--- config.mk ---
export PLATFORM = sky130hd
export DESIGN_NAME = irqv_entry
export DESIGN_NICKNAME = d
export VERILOG_FILES = /design/src/rtl/irqv_pkg.sv /design/src/rtl/irqv_pick.sv /design/src/rtl/irqv_vecgen.sv /design/src/rtl/irqv_seq.sv /design/src/rtl/irqv_entry.sv
export SDC_FILE = /design/constraint.sdc
export NUM_CORES = 1
export LEC_CHECK = 0
export ABC_AREA = 1
export BUFFER_PORTS_ARGS = -buffer_cell sky130_fd_sc_hd__clkbuf_2
export CAP_MARGIN = 20
export CORE_MARGIN = 2
export CORE_UTILIZATION = 40
export DETAILED_ROUTE_END_ITERATION = 12
export PLACE_DENSITY_LB_ADDON = 0.3
export SKIP_CTS_REPAIR_TIMING = 1
export SLEW_MARGIN = 15
export SYNTH_ARGS = -nofsm -noshare
export SYNTH_HDL_FRONTEND = slang
export SYNTH_SLANG_ARGS = --single-unit
--- constraint.sdc ---
create_clock -name clk -period 3 [get_ports clk]
set_clock_uncertainty 0.05 [all_clocks]
set_input_delay 0.6 -clock clk [delete_from_list [all_inputs] [get_ports clk]]
set_output_delay 0.6 -clock clk [all_outputs]
set_load 0.005 [all_outputs]
--- src/rtl/irqv_pkg.sv ---
package irqv_pkg;

  typedef enum logic [2:0] {
    ST_IDLE,
    ST_PUSH_LO,
    ST_PUSH_HI,
    ST_SERVE,
    ST_POP_HI,
    ST_POP_LO,
    ST_LINK,
    ST_UNLINK
  } seq_state_e;

  // fixed vector of a source: base plus index times spacing
  function automatic int unsigned vector_addr(input int unsigned idx,
                                              input int unsigned base,
                                              input int unsigned stride);
    return base + idx * stride;
  endfunction

endpackage

--- src/rtl/irqv_pick.sv ---
module irqv_pick #(
  parameter int unsigned NSRC  = 6,
  parameter int unsigned IDX_W = 3
) (
  input  logic [NSRC-1:0]  req_i,
  input  logic [NSRC-1:0]  en_i,
  input  logic             glb_i,
  output logic             any_o,
  output logic [IDX_W-1:0] idx_o
);

  logic [NSRC-1:0] elig;
  logic [NSRC-1:0] grant;

  assign elig  = req_i & en_i & {NSRC{glb_i}};
  assign any_o = |elig;

  // a source wins only if every lower-indexed source is idle
  genvar g;
  generate
    for (g = 0; g < NSRC; g++) begin : g_grant
      if (g == 0) begin : g_first
        assign grant[g] = elig[g];
      end else begin : g_rest
        assign grant[g] = elig[g] & ~(|elig[g-1:0]);
      end
    end
  endgenerate

  always_comb begin
    idx_o = '0;
    for (int k = 0; k < NSRC; k++) begin
      if (grant[k]) idx_o = IDX_W'(k);
    end
  end

endmodule

--- src/rtl/irqv_vecgen.sv ---
module irqv_vecgen #(
  parameter int unsigned NSRC     = 6,
  parameter int unsigned IDX_W    = 3,
  parameter int unsigned PC_W     = 16,
  parameter int unsigned VEC_BASE = 3,
  parameter int unsigned VEC_STEP = 8
) (
  input  logic [IDX_W-1:0] idx_i,
  output logic [PC_W-1:0]  vec_o
);
  import irqv_pkg::*;

  logic [PC_W-1:0] vec_tab [NSRC];

  genvar g;
  generate
    for (g = 0; g < NSRC; g++) begin : g_vec
      assign vec_tab[g] = PC_W'(vector_addr(g, VEC_BASE, VEC_STEP));
    end
  endgenerate

  always_comb begin
    vec_o = vec_tab[0];
    for (int k = 0; k < NSRC; k++) begin
      if (idx_i == IDX_W'(k)) vec_o = vec_tab[k];
    end
  end

endmodule

--- src/rtl/irqv_seq.sv ---
module irqv_seq #(
  parameter int unsigned PC_W      = 16,
  parameter int unsigned SP_W      = 8,
  parameter int unsigned IDX_W     = 3,
  parameter logic [7:0]  SP_RESET  = 8'h07,
  parameter bit          LINK_MODE = 1'b0
) (
  input  logic             clk,
  input  logic             rst_n,
  input  logic             any_i,
  input  logic [IDX_W-1:0] idx_i,
  input  logic [PC_W-1:0]  next_pc_i,
  input  logic             reti_i,
  input  logic [7:0]       mem_rdata_i,
  input  logic [PC_W-1:0]  vec_i,
  output logic [IDX_W-1:0] src_o,
  output logic             ack_stb_o,
  output logic             entry_o,
  output logic             retload_o,
  output logic             mem_we_o,
  output logic [SP_W-1:0]  mem_addr_o,
  output logic [7:0]       mem_wdata_o,
  output logic [SP_W-1:0]  sp_o,
  output logic             pc_load_o,
  output logic [PC_W-1:0]  pc_value_o,
  output logic             in_service_o
);
  import irqv_pkg::*;

  localparam int unsigned HI_W = PC_W - 8;
  localparam seq_state_e  ST_ENTER  = LINK_MODE ? ST_LINK   : ST_PUSH_LO;
  localparam seq_state_e  ST_LEAVE  = LINK_MODE ? ST_UNLINK : ST_POP_HI;

  seq_state_e       state_q;
  logic [SP_W-1:0]  sp_q;
  logic [IDX_W-1:0] src_q;
  logic [PC_W-1:0]  ret_q;     // return address; acts as link register in link mode
  logic [HI_W-1:0]  hi_q;
  logic             pushing;

  always_ff @(posedge clk or negedge rst_n) begin
    if (!rst_n) begin
      state_q <= ST_IDLE;
      sp_q    <= SP_W'(SP_RESET);
      src_q   <= '0;
      ret_q   <= '0;
      hi_q    <= '0;
    end else begin
      case (state_q)
        ST_IDLE: begin
          if (any_i) begin
            src_q   <= idx_i;
            ret_q   <= next_pc_i;
            state_q <= ST_ENTER;
          end
        end
        ST_PUSH_LO: begin
          sp_q    <= sp_q + SP_W'(1);
          state_q <= ST_PUSH_HI;
        end
        ST_PUSH_HI: begin
          sp_q    <= sp_q + SP_W'(1);
          state_q <= ST_SERVE;
        end
        ST_LINK:  state_q <= ST_SERVE;
        ST_SERVE: if (reti_i) state_q <= ST_LEAVE;
        ST_POP_HI: begin
          hi_q    <= HI_W'(mem_rdata_i);
          sp_q    <= sp_q - SP_W'(1);
          state_q <= ST_POP_LO;
        end
        ST_POP_LO: begin
          sp_q    <= sp_q - SP_W'(1);
          state_q <= ST_IDLE;
        end
        ST_UNLINK: state_q <= ST_IDLE;
        default:   state_q <= ST_IDLE;
      endcase
    end
  end

  assign pushing      = (state_q == ST_PUSH_LO) || (state_q == ST_PUSH_HI);
  assign mem_we_o     = pushing;
  assign mem_addr_o   = pushing ? (sp_q + SP_W'(1)) : sp_q;
  assign mem_wdata_o  = (state_q == ST_PUSH_LO) ? ret_q[7:0] : 8'(ret_q[PC_W-1:8]);
  assign entry_o      = (state_q == ST_PUSH_HI) || (state_q == ST_LINK);
  assign retload_o    = (state_q == ST_POP_LO) || (state_q == ST_UNLINK);
  assign ack_stb_o    = (state_q == ST_PUSH_LO) || (state_q == ST_LINK);
  assign pc_load_o    = entry_o || retload_o;
  assign in_service_o = (state_q != ST_IDLE);
  assign sp_o         = sp_q;
  assign src_o        = src_q;

  always_comb begin
    if (entry_o)                     pc_value_o = vec_i;
    else if (state_q == ST_UNLINK)   pc_value_o = ret_q;
    else                             pc_value_o = {hi_q, mem_rdata_i};
  end

endmodule

--- src/rtl/irqv_entry.sv ---
module irqv_entry #(
  parameter int unsigned NSRC      = 6,
  parameter int unsigned PC_W      = 16,
  parameter int unsigned SP_W      = 8,
  parameter logic [7:0]  SP_RESET  = 8'h07,
  parameter int unsigned VEC_BASE  = 3,
  parameter int unsigned VEC_STEP  = 8,
  parameter bit          LINK_MODE = 1'b0
) (
  input  logic            clk,
  input  logic            rst_n,
  input  logic [NSRC-1:0] irq_req_i,
  input  logic [NSRC-1:0] irq_en_i,
  input  logic            glb_en,
  input  logic [PC_W-1:0] next_pc_i,
  input  logic            reti_i,
  input  logic [7:0]      mem_rdata_i,
  output logic            mem_we_o,
  output logic [SP_W-1:0] mem_addr_o,
  output logic [7:0]      mem_wdata_o,
  output logic [SP_W-1:0] sp_o,
  output logic            pc_load_o,
  output logic [PC_W-1:0] pc_value_o,
  output logic            in_service_o,
  output logic [NSRC-1:0] ack_o
);

  localparam int unsigned IDX_W = (NSRC > 1) ? $clog2(NSRC) : 1;

  logic             any_w;
  logic [IDX_W-1:0] pick_idx;
  logic [IDX_W-1:0] src_w;
  logic [PC_W-1:0]  vec_w;
  logic             ack_stb;
  logic             entry_w;     // vector is being loaded
  logic             retload_w;   // return address is being loaded

  irqv_pick #(.NSRC(NSRC), .IDX_W(IDX_W)) u_pick (
    .req_i (irq_req_i),
    .en_i  (irq_en_i),
    .glb_i (glb_en),
    .any_o (any_w),
    .idx_o (pick_idx)
  );

  irqv_vecgen #(
    .NSRC(NSRC), .IDX_W(IDX_W), .PC_W(PC_W),
    .VEC_BASE(VEC_BASE), .VEC_STEP(VEC_STEP)
  ) u_vec (
    .idx_i (src_w),
    .vec_o (vec_w)
  );

  irqv_seq #(
    .PC_W(PC_W), .SP_W(SP_W), .IDX_W(IDX_W),
    .SP_RESET(SP_RESET), .LINK_MODE(LINK_MODE)
  ) u_seq (
    .clk          (clk),
    .rst_n        (rst_n),
    .any_i        (any_w),
    .idx_i        (pick_idx),
    .next_pc_i    (next_pc_i),
    .reti_i       (reti_i),
    .mem_rdata_i  (mem_rdata_i),
    .vec_i        (vec_w),
    .src_o        (src_w),
    .ack_stb_o    (ack_stb),
    .entry_o      (entry_w),
    .retload_o    (retload_w),
    .mem_we_o     (mem_we_o),
    .mem_addr_o   (mem_addr_o),
    .mem_wdata_o  (mem_wdata_o),
    .sp_o         (sp_o),
    .pc_load_o    (pc_load_o),
    .pc_value_o   (pc_value_o),
    .in_service_o (in_service_o)
  );

  genvar g;
  generate
    for (g = 0; g < NSRC; g++) begin : g_ack
      assign ack_o[g] = ack_stb && (src_w == IDX_W'(g));
    end
  endgenerate

endmodule

Yosys cells after proc, flatten, opt, wreduce, memory -nomap -nowiden
Index checks and enable logic that the tools add are counted.
{"block": "op_classes", "add_sub_neg": 2, "eq_ne": 14, "muxes": 18, "bitwise": 12, "n_reduce_logical": 26}
{"operator": "16-bit 2-to-1 mux", "n": 2}
{"operator": "3-bit equality test, second input constant", "n": 6}
{"operator": "3-bit 2-to-1 mux", "n": 6}
{"operator": "3-bit case mux with 6 select lines", "n": 1}
{"operator": "8-bit 2-to-1 mux", "n": 2}
{"operator": "8-bit case mux with 2 select lines", "n": 1}
{"operator": "6-bit bitwise AND", "n": 2}
{"operator": "3-bit by 2-bit equality test with 1-bit output, second input constant", "n": 4}
{"operator": "6-bit 2-to-1 mux", "n": 2}
{"operator": "5-bit 2-to-1 mux", "n": 2}
{"operator": "2-bit OR reduction", "n": 5}
{"operator": "8-bit by 1-bit adder with 8-bit output, second input constant", "n": 1}
{"operator": "8-bit by 1-bit subtractor with 8-bit output, second input constant", "n": 1}
{"operator": "3-bit by 1-bit equality test with 1-bit output, second input constant", "n": 2}
{"operator": "1-bit logical AND", "n": 6}
{"operator": "3-bit logical NOT", "n": 2}
{"operator": "6-bit OR reduction", "n": 1}
{"operator": "1-bit bitwise AND", "n": 5}
{"operator": "1-bit logical OR", "n": 5}
{"operator": "1-bit NOT", "n": 5}
{"operator": "5-bit OR reduction", "n": 1}
{"operator": "4-bit 2-to-1 mux", "n": 1}
{"operator": "2-bit != test, second input constant", "n": 2}
{"operator": "2-bit AND reduction", "n": 2}
{"operator": "other kinds (5)", "n": 5}
{"block": "word_totals", "register_bits": 38, "input_bits": 40, "out_inout_bits": 49, "word_cells": 77}

Depth between registers and ports, before layout
Gate-level depths: netlist of the first run.
{"block": "logic_depth", "word_depth": 9, "mapped_depth": 9, "depth_no_buf": 8}

Modules after synthesis
From an unflattened synthesis of the first run, not the netlist that was laid out.
{"block": "hier_totals", "hier_cells": 366, "hier_area_um2": 2627.5}
{"mod": "irqv_seq", "n_inst": 1, "cells_per_inst": 308, "area_each_um2": 2321.0, "seq_area_each_um2": 954.7}
{"mod": "irqv_vecgen", "n_inst": 1, "cells_per_inst": 21, "area_each_um2": 128.9, "seq_area_each_um2": 0.0}
{"mod": "irqv_pick", "n_inst": 1, "cells_per_inst": 22, "area_each_um2": 118.9, "seq_area_each_um2": 0.0}
{"mod": "irqv_entry", "n_inst": 1, "cells_per_inst": 15, "area_each_um2": 58.8, "seq_area_each_um2": 0.0}

Least setup slack after synthesis of the first run
OpenSTA, ideal clock, no wires.
{"block": "synth_timing", "path_type": "reg2out", "start": "register u_seq.state_q[2]", "end": "output port mem_wdata_o[0]", "arrival_time_ns": 1.192, "required_time_ns": 2.350, "setup_slack_ns": 1.158, "path_stages_with_launch": 7, "n_path_buf": 1, "cell_sequence": "dfrtp_1 > inv_2 > nand2_1 > nor2_4 > inv_1 > buf_2 > o21ai_0"}
{"block": "synth_between", "elab_chain_len": 2}
{"item": "start: declaration", "line": "irqv_seq.sv:34", "text": "seq_state_e state_q;"}
{"item": "start signal: assignment", "line": "irqv_seq.sv:43", "text": "state_q <= ST_IDLE;"}
{"item": "start signal: assignment", "line": "irqv_seq.sv:54", "text": "state_q <= ST_ENTER;"}
{"item": "start signal: assignment", "line": "irqv_seq.sv:59", "text": "state_q <= ST_PUSH_HI;"}
{"item": "3-bit by 1-bit equality test with 1-bit output", "line": "irqv_seq.sv:85", "text": "assign mem_wdata_o = (state_q == ST_PUSH_LO) ? ret_q[7:0] : 8'(ret_q[PC_W-1:8]);"}
{"item": "8-bit 2-to-1 mux", "line": "irqv_seq.sv:85"}
{"item": "end: declaration", "line": "irqv_entry.sv:20", "text": "output logic [7:0] mem_wdata_o,"}
Every way passes these cells.

Worst setup path after layout of the first run
{"block": "layout_timing", "start": "register u_seq.state_q[1]", "end": "output port ack_o[3]"}
{"block": "layout_between", "elab_chain_len": 3, "word_cells_on_any_way": 4, "classes_between": "eq/ne (2); reduce/logical (2)"}
{"item": "3-bit by 1-bit equality test with 1-bit output / 3-bit equality test (equally long branches)", "line": "irqv_seq.sv:88", "text": "assign ack_stb_o = (state_q == ST_PUSH_LO) || (state_q == ST_LINK);"}
{"item": "1-bit logical OR *", "line": "irqv_seq.sv:88"}
{"item": "1-bit logical AND *", "line": "irqv_entry.sv:82", "text": "assign ack_o[g] = ack_stb && (src_w == IDX_W'(g));"}
{"item": "end: declaration", "line": "irqv_entry.sv:25", "text": "output logic [NSRC-1:0] ack_o"}
Every way passes the cells marked *; elsewhere a longest branch is shown, timed or not.

==> qor.yml, run 1 <==
critical_path.slowest_cell: "dfrtp_1"
grt_max_degree: 39
fin_cells: 508
rrSetupSlack_ns: 1.33
fin_area_um2: 3000
std_cell_rows: 28
cp-end-kind: "output port"
period_share_pct: 82.5
r2r_start: "u_seq.state_q[0]$_DFFE_PN0P_"
synth.area.top_cells: "dfrtp_1 (36%), nand2_1 (18%), nand3_1 (9.1%)"
status: "complete, no violations"
ios: 89
grt_pass1_vias: 2292
ys_seq_area_share_pct: 39.5
drv_cap: 0
grt_overflow: 0
critical_path_class: "reg2out"
finalSetupTns_ns: 0
cts-buffers-inserted: 5
synth_top_area_cell: "dfrtp_1"
max_slew_margin_pct: 36.2
port_buffers: 88
htree_num_levels: 2
async_reset_ff_share_pct: 100
hold_viol_final: 0
floorplan.initialDensity_pct: 41.1
vias: 2478
gp_congestion: 0.890
die_area_um2: 6680
drt-initial-drc-count: 100
clkSinkCount: 38
yosysUniqueCellTypes: 30
min_period_ns: 2.47
synth_commonest_cells: "nand2_1 (114), nand3_1 (44), inv_1 (37)"
ys_warn_count: 0
dp_hpwl_mm: 5.01
synth.top_cell.area_share_pct: 36.3
setup_viol: 0
worst_ep_arrival_time_ns: 1.82
fp.dieH_um: 81.7
max_slew.worst_pin.slew_ns: 0.956
clock_latency_ns: 0.29
syn-num-nets: 388
grt_usage_pct: 20.2
vias_per_cell: 4.88
cts_tree: "yes"
ys_ff_latch: 38
whs_ns: 0.391
grt_pass1_wl_mm: 10.5
path_clk_slew_ns: 0.08
drc: 0
core_um2: 5890
p_per_area_nw_per_um2: 1060
fmax_ghz: 0.404
crit_buf_inv: 2
wl_mm: 6.32
drive_gt1_share_pct: 27.9
ff2ff_path_depth: 7
cts_root_buffer: "clkbuf_8"
fin_nets: 474
irDropWorstVdd_mv: 0.422
synth.most_common_cell: "nand2_1"
cp.required_ns: 2.35
clk_path_buf_depth: 2
startpoint_type: "flip-flop"
syn_avg_cell_area_um2: 6.98
area_growth_pct: 24.1
synthesis.area_um2: 2420
n_antenna_cell: 0
synth_flop_cell: "dfrtp_1"
power.leakage_nw: 1.68
slew_violations: 0
grt_setup_unrepaired: "false"
r2r-end: "u_seq.ret_q[3]$_DFFE_PN0P_"
dp.cells: 500
synthCells: 346
ant_nets: 0
dr.pass1.iters: 5
worstPathMaxFanout: 7
wl_per_cell_um: 12.4
path_cells: "inv_2, nor2_1, a21oi_2, nor4_1, clkbuf_2"
placed_area_um2: 2890
cpPeakStageDelay_ns: 0.47
synth_enable_flop_cells: 0
antenna_found_initial: 0
hold_class: "in2async"
die_x_um: 81.7
crit_family: "simple AND/OR/NAND/NOR gates"
-- state kept, by name (all words and copies together) (netlist names) --
register,flops
u_seq.ret_q,16
u_seq.hi_q,8
u_seq.sp_o,8
u_seq.state_q,3
u_seq.src_o,3
-- cell families (layout without fill, tap and decap cells) --
kind of cell	Yosys count	in the layout	share of synthesized area (%)
flip-flops	38	38	39.5
AND/OR/NAND/NOR	192	192	35.4
XOR/XNOR	2	2	0.725
multiplexers	2	2	0.932
buffers and inverters	53	140	9.84
adder cells (fa/ha/maj)	2	2	1.04
AO/OA/AOI/OAI	57	57	12.5
-- final cells by class --
type | instances | area [um2]
clock buffer | 5 | 68.8
fill | 627 | 2890
inverter | 42 | 158
timing repair buffer | 90 | 455
sequential | 38 | 955
multi-input combinational | 255 | 1220
clock inverter | 3 | 45.0
tap | 75 | 93.8
-- placed cells by master, fill, tap and decap left out, types with 2 or more instances in the layout --
master	instances
inv_2	5
nor2_2	2
nand2_1	114
nand3_1	44
dfstp_2	3
nand2_2	4
a21oi_1	21
o21ai_0	29
inv_1	37
dfrtp_1	35
nand2_4	2
buf_4	2
clkbuf_8	5
nor2_1	13
a22oi_1	2
nor4_1	6
clkinvlp_4	2
nand4_1	3
xor2_1	2
clkbuf_2	88
ha_1	2
mux2_2	2
-- per-layer routing --
metal / vias to the layer above / wire, um / track usage (%)
li1: 1294 / - / -
met1: 1105 / 2870 / 26.7
met2: 73 / 3060 / 34.6
met3: 6 / 334 / 3.30
met4: 0 / 63 / 5.00
met5: - / 0 / 0
-- through the flow --
| step | setup slack, ns | total power [mW] | util [%] |
|---|---|---|---|
| floorplan | 1.16 | 2.12 | - |
| global placement | 0.886 | 2.72 | 49.0 |
| detailed placement | 0.831 | 2.76 | 49.0 |
| CTS | 0.505 | 3.21 | 51.0 |
| global route | 0.293 | 3.53 | 51.0 |
| finish | 0.526 | 3.19 | 51.0 |
-- how the worst max path moves through the flow --
stage | depth (start not counted) | start | slack [ns] | to
floorplan | 6 | u_seq.state_q[2]$_DFFE_PN0P_ | 1.16 | mem_wdata_o[0]
global placement | 8 | u_seq.state_q[1]$_DFFE_PN0P_ | 0.89 | pc_value_o[3]
detailed placement | 8 | u_seq.state_q[1]$_DFFE_PN0P_ | 0.83 | pc_value_o[3]
CTS | 8 | u_seq.state_q[1]$_DFFE_PN0P_ | 0.51 | pc_value_o[3]
global route | 8 | u_seq.state_q[1]$_DFFE_PN0P_ | 0.29 | pc_value_o[3]
finish | 5 | u_seq.state_q[1]$_DFFE_PN0P_ | 0.53 | ack_o[3]
-- where the power goes --
part / switching, mW / internal (mW)
sequential: 0.256 / 0.773
combinational: 1.04 / 0.682
clock: 0.197 / 0.247
total: 1.49 / 1.70
(Power assumes the default switching activity.)
==> inputs of run 2 (changes only) <==
==> constraint.sdc (replaced) <==
create_clock -name clk -period 2.5 [get_ports clk]
set_clock_uncertainty 0.05 [all_clocks]
set_input_delay 0.5 -clock clk [delete_from_list [all_inputs] [get_ports clk]]
set_output_delay 0.5 -clock clk [all_outputs]
set_load 0.005 [all_outputs]
==> run 2 against run 1 <==
Sequential share of layout area shrank 0.24 points. Critical path depth grew 1. Via count grew 0.73%. Die area is the same. Largest power group unchanged.
==> qor.yml, run 2 (synthesis results as in run 1) <==
max_slew.worst_pin.slew_ns: 0.458
final_common_cell: "nand2_1"
htree_num_levels: 2
period_share_pct: 93.7
fmax_ghz: 0.427
die_area_um2: 6680
drive_gt1_share_pct: 28.5
hold_viol_final: 0
p_per_area_nw_per_um2: 1270
ant_nets: 0
wl_per_cell_um: 12.5
whs_ns: 0.0860
status: "complete, no violations"
cpPeakStageDelay_ns: 0.47
largest_register_ffs: 16
dp_hpwl_mm: 5.17
wl_mm: 6.39
dp.cells: 502
port_buffers: 88
grt_max_degree: 21
grt_pass1_wl_mm: 10.3
critical_path.slowest_cell: "dfrtp_1"
cts_root_buffer: "clkbuf_8"
die_x_um: 81.7
critical_path_class: "reg2out"
grt_overflow: 0
cts-buffers-inserted: 5
hold_class: "in2async"
worstPathMaxFanout: 12
floorplan.initialDensity_pct: 41.1
fin_area_um2: 3020
cp.required_ns: 1.95
layout_common_cells: "nand2_1 (114), clkbuf_2 (88), nand3_1 (44)"
area_growth_pct: 25.1
drv_cap: 0
grt_pass1_vias: 2260
gr-max-usage-layer: "met2"
finalSetupTns_ns: 0
worst_ep_arrival_time_ns: 1.79
vias: 2496
core_um2: 5890
n_antenna_cell: 0
use_met1_pct: 26.5
ios: 89
fillers: 609
cp-end-kind: "output port"
vias_per_cell: 4.89
finalPower_mw: 3.84
min_period_ns: 2.34
regMostFlops: "u_seq.ret_q"
grt_setup_unrepaired: "false"
drc: 0
fin_nets: 476
power.leakage_nw: 1.70
slew_violations: 0
setup_viol: 0
dr.pass1.iters: 4
max_slew_margin_pct: 69.4
multi_input_area_um2: 1230
antenna_found_initial: 0
startpoint_type: "flip-flop"
clock_latency_ns: 0.29
fin_cells: 510
met2_usage_pct: 33.9
grt_usage_pct: 20.1
irDropWorstVdd_mv: 0.572
clkSinkCount: 38
drt-initial-drc-count: 100
path_clk_slew_ns: 0.09
seq_area_um2: 955
gp_congestion: 0.896
std_cell_rows: 28
cts_tree: "yes"
fp.dieH_um: 81.7
placed_area_um2: 2900
met3_usage_pct: 2.97
path_cells: "inv_2, nand2_1, nor2_4, inv_1, o21ai_0, clkbuf_2"
clk_path_buf_depth: 2
[run 2: path summary, 6_finish.rpt]
path	from	to	slack, ns	cells after the start
min in group clk	next_pc_i[12]	u_seq.ret_q[12]$_DFFE_PN0P_	0.37	3
worst max-delay path	u_seq.state_q[2]$_DFFE_PN0P_	mem_wdata_o[3]	0.16	6
worst min register to register	u_seq.ret_q[1]$_DFFE_PN0P_	u_seq.ret_q[1]$_DFFE_PN0P_	0.43	2
worst max register to register	u_seq.state_q[0]$_DFFE_PN0P_	u_seq.src_o[1]$_DFFE_PN0P_	0.79	7
worst min-delay path	rst_n	u_seq.ret_q[2]$_DFFE_PN0P_	0.09	1
max in group asynchronous	rst_n	u_seq.state_q[0]$_DFFE_PN0P_	1.76	2
[run 2: cell type report]
type                    instances  area share [%]
inverters                      42            5.22
well taps                      75            3.11
clock inverters                 3            1.49
repair buffers                 92            15.6
flip-flops and latches         38            31.6
multi-input cells             255            40.7
clock buffers                   5            2.28
[run 2: worst max-delay path: cells and delay by family (launching register included)]
kind	cells	cell delay [ns]
AOI/OAI and AO/OA	1	0.23
DFF	1	0.47
buffers and inverters	3	0.48
and+or+nand+nor	2	0.31
[run 2: stage by stage]
step | utilization, % | worst slack [ns]
floorplan | - | 0.758
global placement | 49.3 | 0.481
detailed placement | 49.3 | 0.418
CTS | 51.2 | 0.101
global route | 51.3 | 0.00260
finish | 51.3 | 0.159
[run 2: power by group]
group,leakage [nW],switching (mW),total [mW],internal [mW]
sequential,0.462,0.314,1.24,0.928
combinational,1.19,1.25,2.08,0.825
clock,0.0504,0.228,0.525,0.297
[run 2: per-layer routing]
metal | part of all wire [%] | wire (um)
met1 | 45 | 2850
met5 | 0 | 0
met4 | 1.2 | 74
met3 | 5.2 | 334
met2 | 49 | 3140
==> inputs of run 3 (changes only) <==
--- a/config.mk
+++ b/config.mk
@@ -9,7 +9,8 @@
 export BUFFER_PORTS_ARGS = -buffer_cell sky130_fd_sc_hd__clkbuf_2
 export CAP_MARGIN = 20
 export CORE_MARGIN = 2
-export CORE_UTILIZATION = 40
+export CORE_UTILIZATION = 50
+export CTS_CLUSTER_DIAMETER = 200
 export DETAILED_ROUTE_END_ITERATION = 12
 export PLACE_DENSITY_LB_ADDON = 0.3
 export SKIP_CTS_REPAIR_TIMING = 1
==> run 3 against run 2 <==
Clock-buffer cell count unchanged. First-iteration DRC count up 42%. Non-clock buffer count down 1. Total power is 0.69% lower. Largest cell class unchanged. Maximum frequency grew 1.9%. Sequential power about the same. Sequential share of layout area is 0.36 points higher. Final cell count shrank 4.3%. Die area fell by 19%. Final area down 1.1%. Via count up 0.72%. Highest routed layer unchanged. Clock power about the same.
==> qor.yml, run 3 (synthesis results as in run 1) <==
status: "complete, no violations"
cts-buffers-inserted: 5
fmax_ghz: 0.435
antenna_found_initial: 0
grt_usage_pct: 24.4
slew_violations: 0
multi_input_area_um2: 1230
std_cell_rows: 25
drive_gt1_share_pct: 28.3
period_share_pct: 91.9
layout_common_cells: "nand2_1 (114), clkbuf_2 (88), nand3_1 (44)"
cts_root_buffer: "clkbuf_8"
critPathMostFrequentCell: "o21ai_0"
rrSetupSlack_ns: 0.74
cp.required_ns: 1.95
die_x_um: 73.5
fillers: 445
utilization_pct: 63.7
cts_tree: "yes"
critical_path.slowest_cell: "dfstp_2"
clk_path_buf_depth: 2
final_common_cell: "nand2_1"
ios: 89
floorplan.initialDensity_pct: 51.5
ant_nets: 0
clkSinkCount: 38
drc: 0
setup_viol: 0
ff2ff_path_depth: 7
path_clk_slew_ns: 0.07
irDropWorstVdd_mv: 0.651
max_slew_margin_pct: 68.2
worstPathMaxFanout: 9
grt_pass1_wl_mm: 10.2
min_period_ns: 2.30
r2r_start: "u_seq.state_q[0]$_DFFE_PN0P_"
area_growth_pct: 23.7
seq_area_um2: 955
worstSetupStartpoint: "u_seq.sp_o[2]$_DFFE_PN1P_"
hold_class: "in2async"
dr.pass1.iters: 4
gp_congestion: 0.854
port_buffers: 88
grt_max_degree: 39
core_um2: 4690
max_slew.worst_pin.slew_ns: 0.477
vias_per_cell: 5.15
grt_overflow: 0
vias: 2514
power.leakage_nw: 1.69
worst_ep_arrival_time_ns: 1.75
critical_path_class: "reg2out"
drv_cap: 0
cp-end-kind: "output port"
endpoint: "mem_addr_o[5]"
htree_num_levels: 2
die_area_um2: 5400
p_per_area_nw_per_um2: 1280
grt_setup_unrepaired: "false"
fp.dieH_um: 73.5
startpoint_type: "flip-flop"
wl_per_cell_um: 12.2
largest_register_ffs: 16
finalSetupTns_ns: 0
n_antenna_cell: 0
fin_nets: 475
r2r-end: "u_seq.src_o[1]$_DFFE_PN0P_"
clock_latency_ns: 0.29
cpPeakStageDelay_ns: 0.60
dp_hpwl_mm: 4.80
wl_mm: 5.98
regMostFlops: "u_seq.ret_q"
grt_pass1_vias: 2235
hold_viol_final: 0
path_cells: "nand3_1, nor2_1, inv_1, o21ai_0, nand2_1, o21ai_0, clkbuf_2"
drt-initial-drc-count: 142
==> run 3: per-stage QoR <==
stage	instance area (um2)	worst slack [ns]	hold slack (ns)	instances	power (mW)
CTS	2980	0.125	0.210	488	3.83
finish	2990	0.203	0.193	488	3.82
floorplan	2420	0.758	0.154	346	2.55
global route	2990	0.0203	0.224	488	4.23
global placement	2870	0.490	0.406	480	3.25
detailed placement	2870	0.454	0.424	480	3.30
==> run 3: cell type report <==
| type | instances | share of cell area [%] |
|---|---|---|
| Clock buffer | 5 | 2.30 |
| Clock inverter | 3 | 1.51 |
| Inverter | 42 | 5.28 |
| Multi-Input combinational cell | 255 | 41.2 |
| Sequential cell | 38 | 32.0 |
| Tap cell | 54 | 2.26 |
| Timing Repair Buffer | 91 | 15.5 |
==> run 3: routing by layer <==
| layer | up-vias | global-route usage (%) | share of wire [%] |
|---|---|---|---|
| met5 | - | 0 | 0 |
| met4 | 0 | 5.25 | 0.99 |
| met3 | 8 | 6.45 | 6.6 |
| met2 | 79 | 35.4 | 46 |
| met1 | 1135 | 36.4 | 46 |
| li1 | 1292 | - | - |
==> run 3: power by group <==
part | switching, mW | leakage (nW) | internal [mW] | total (mW)
clock | 0.229 | 0.0504 | 0.297 | 0.526
sequential | 0.307 | 0.462 | 0.928 | 1.23
combinational | 1.23 | 1.18 | 0.823 | 2.06
total | 1.77 | 1.69 | 2.05 | 3.82
==> run 3: worst min path at each step <==
stage	from	endpoint	slack, ns
after floorplan	rst_n	u_seq.hi_q[0]$_DFFE_PN0P_	0.15
after global placement	u_seq.ret_q[3]$_DFFE_PN0P_	u_seq.ret_q[3]$_DFFE_PN0P_	0.41
after detailed placement	u_seq.ret_q[0]$_DFFE_PN0P_	u_seq.ret_q[0]$_DFFE_PN0P_	0.42
after CTS	rst_n	u_seq.ret_q[13]$_DFFE_PN0P_	0.21
after global routing	rst_n	u_seq.sp_o[7]$_DFFE_PN0P_	0.22
final	rst_n	u_seq.sp_o[7]$_DFFE_PN0P_	0.19
==> run 3: critical path, delay by kind of cell (launching register included) <==
kind | cells | cell delay (ns)
AO/OA/AOI/OAI | 2 | 0.22
flip-flops | 1 | 0.60
AND/OR/NAND/NOR | 3 | 0.42
buffers and inverters | 2 | 0.21
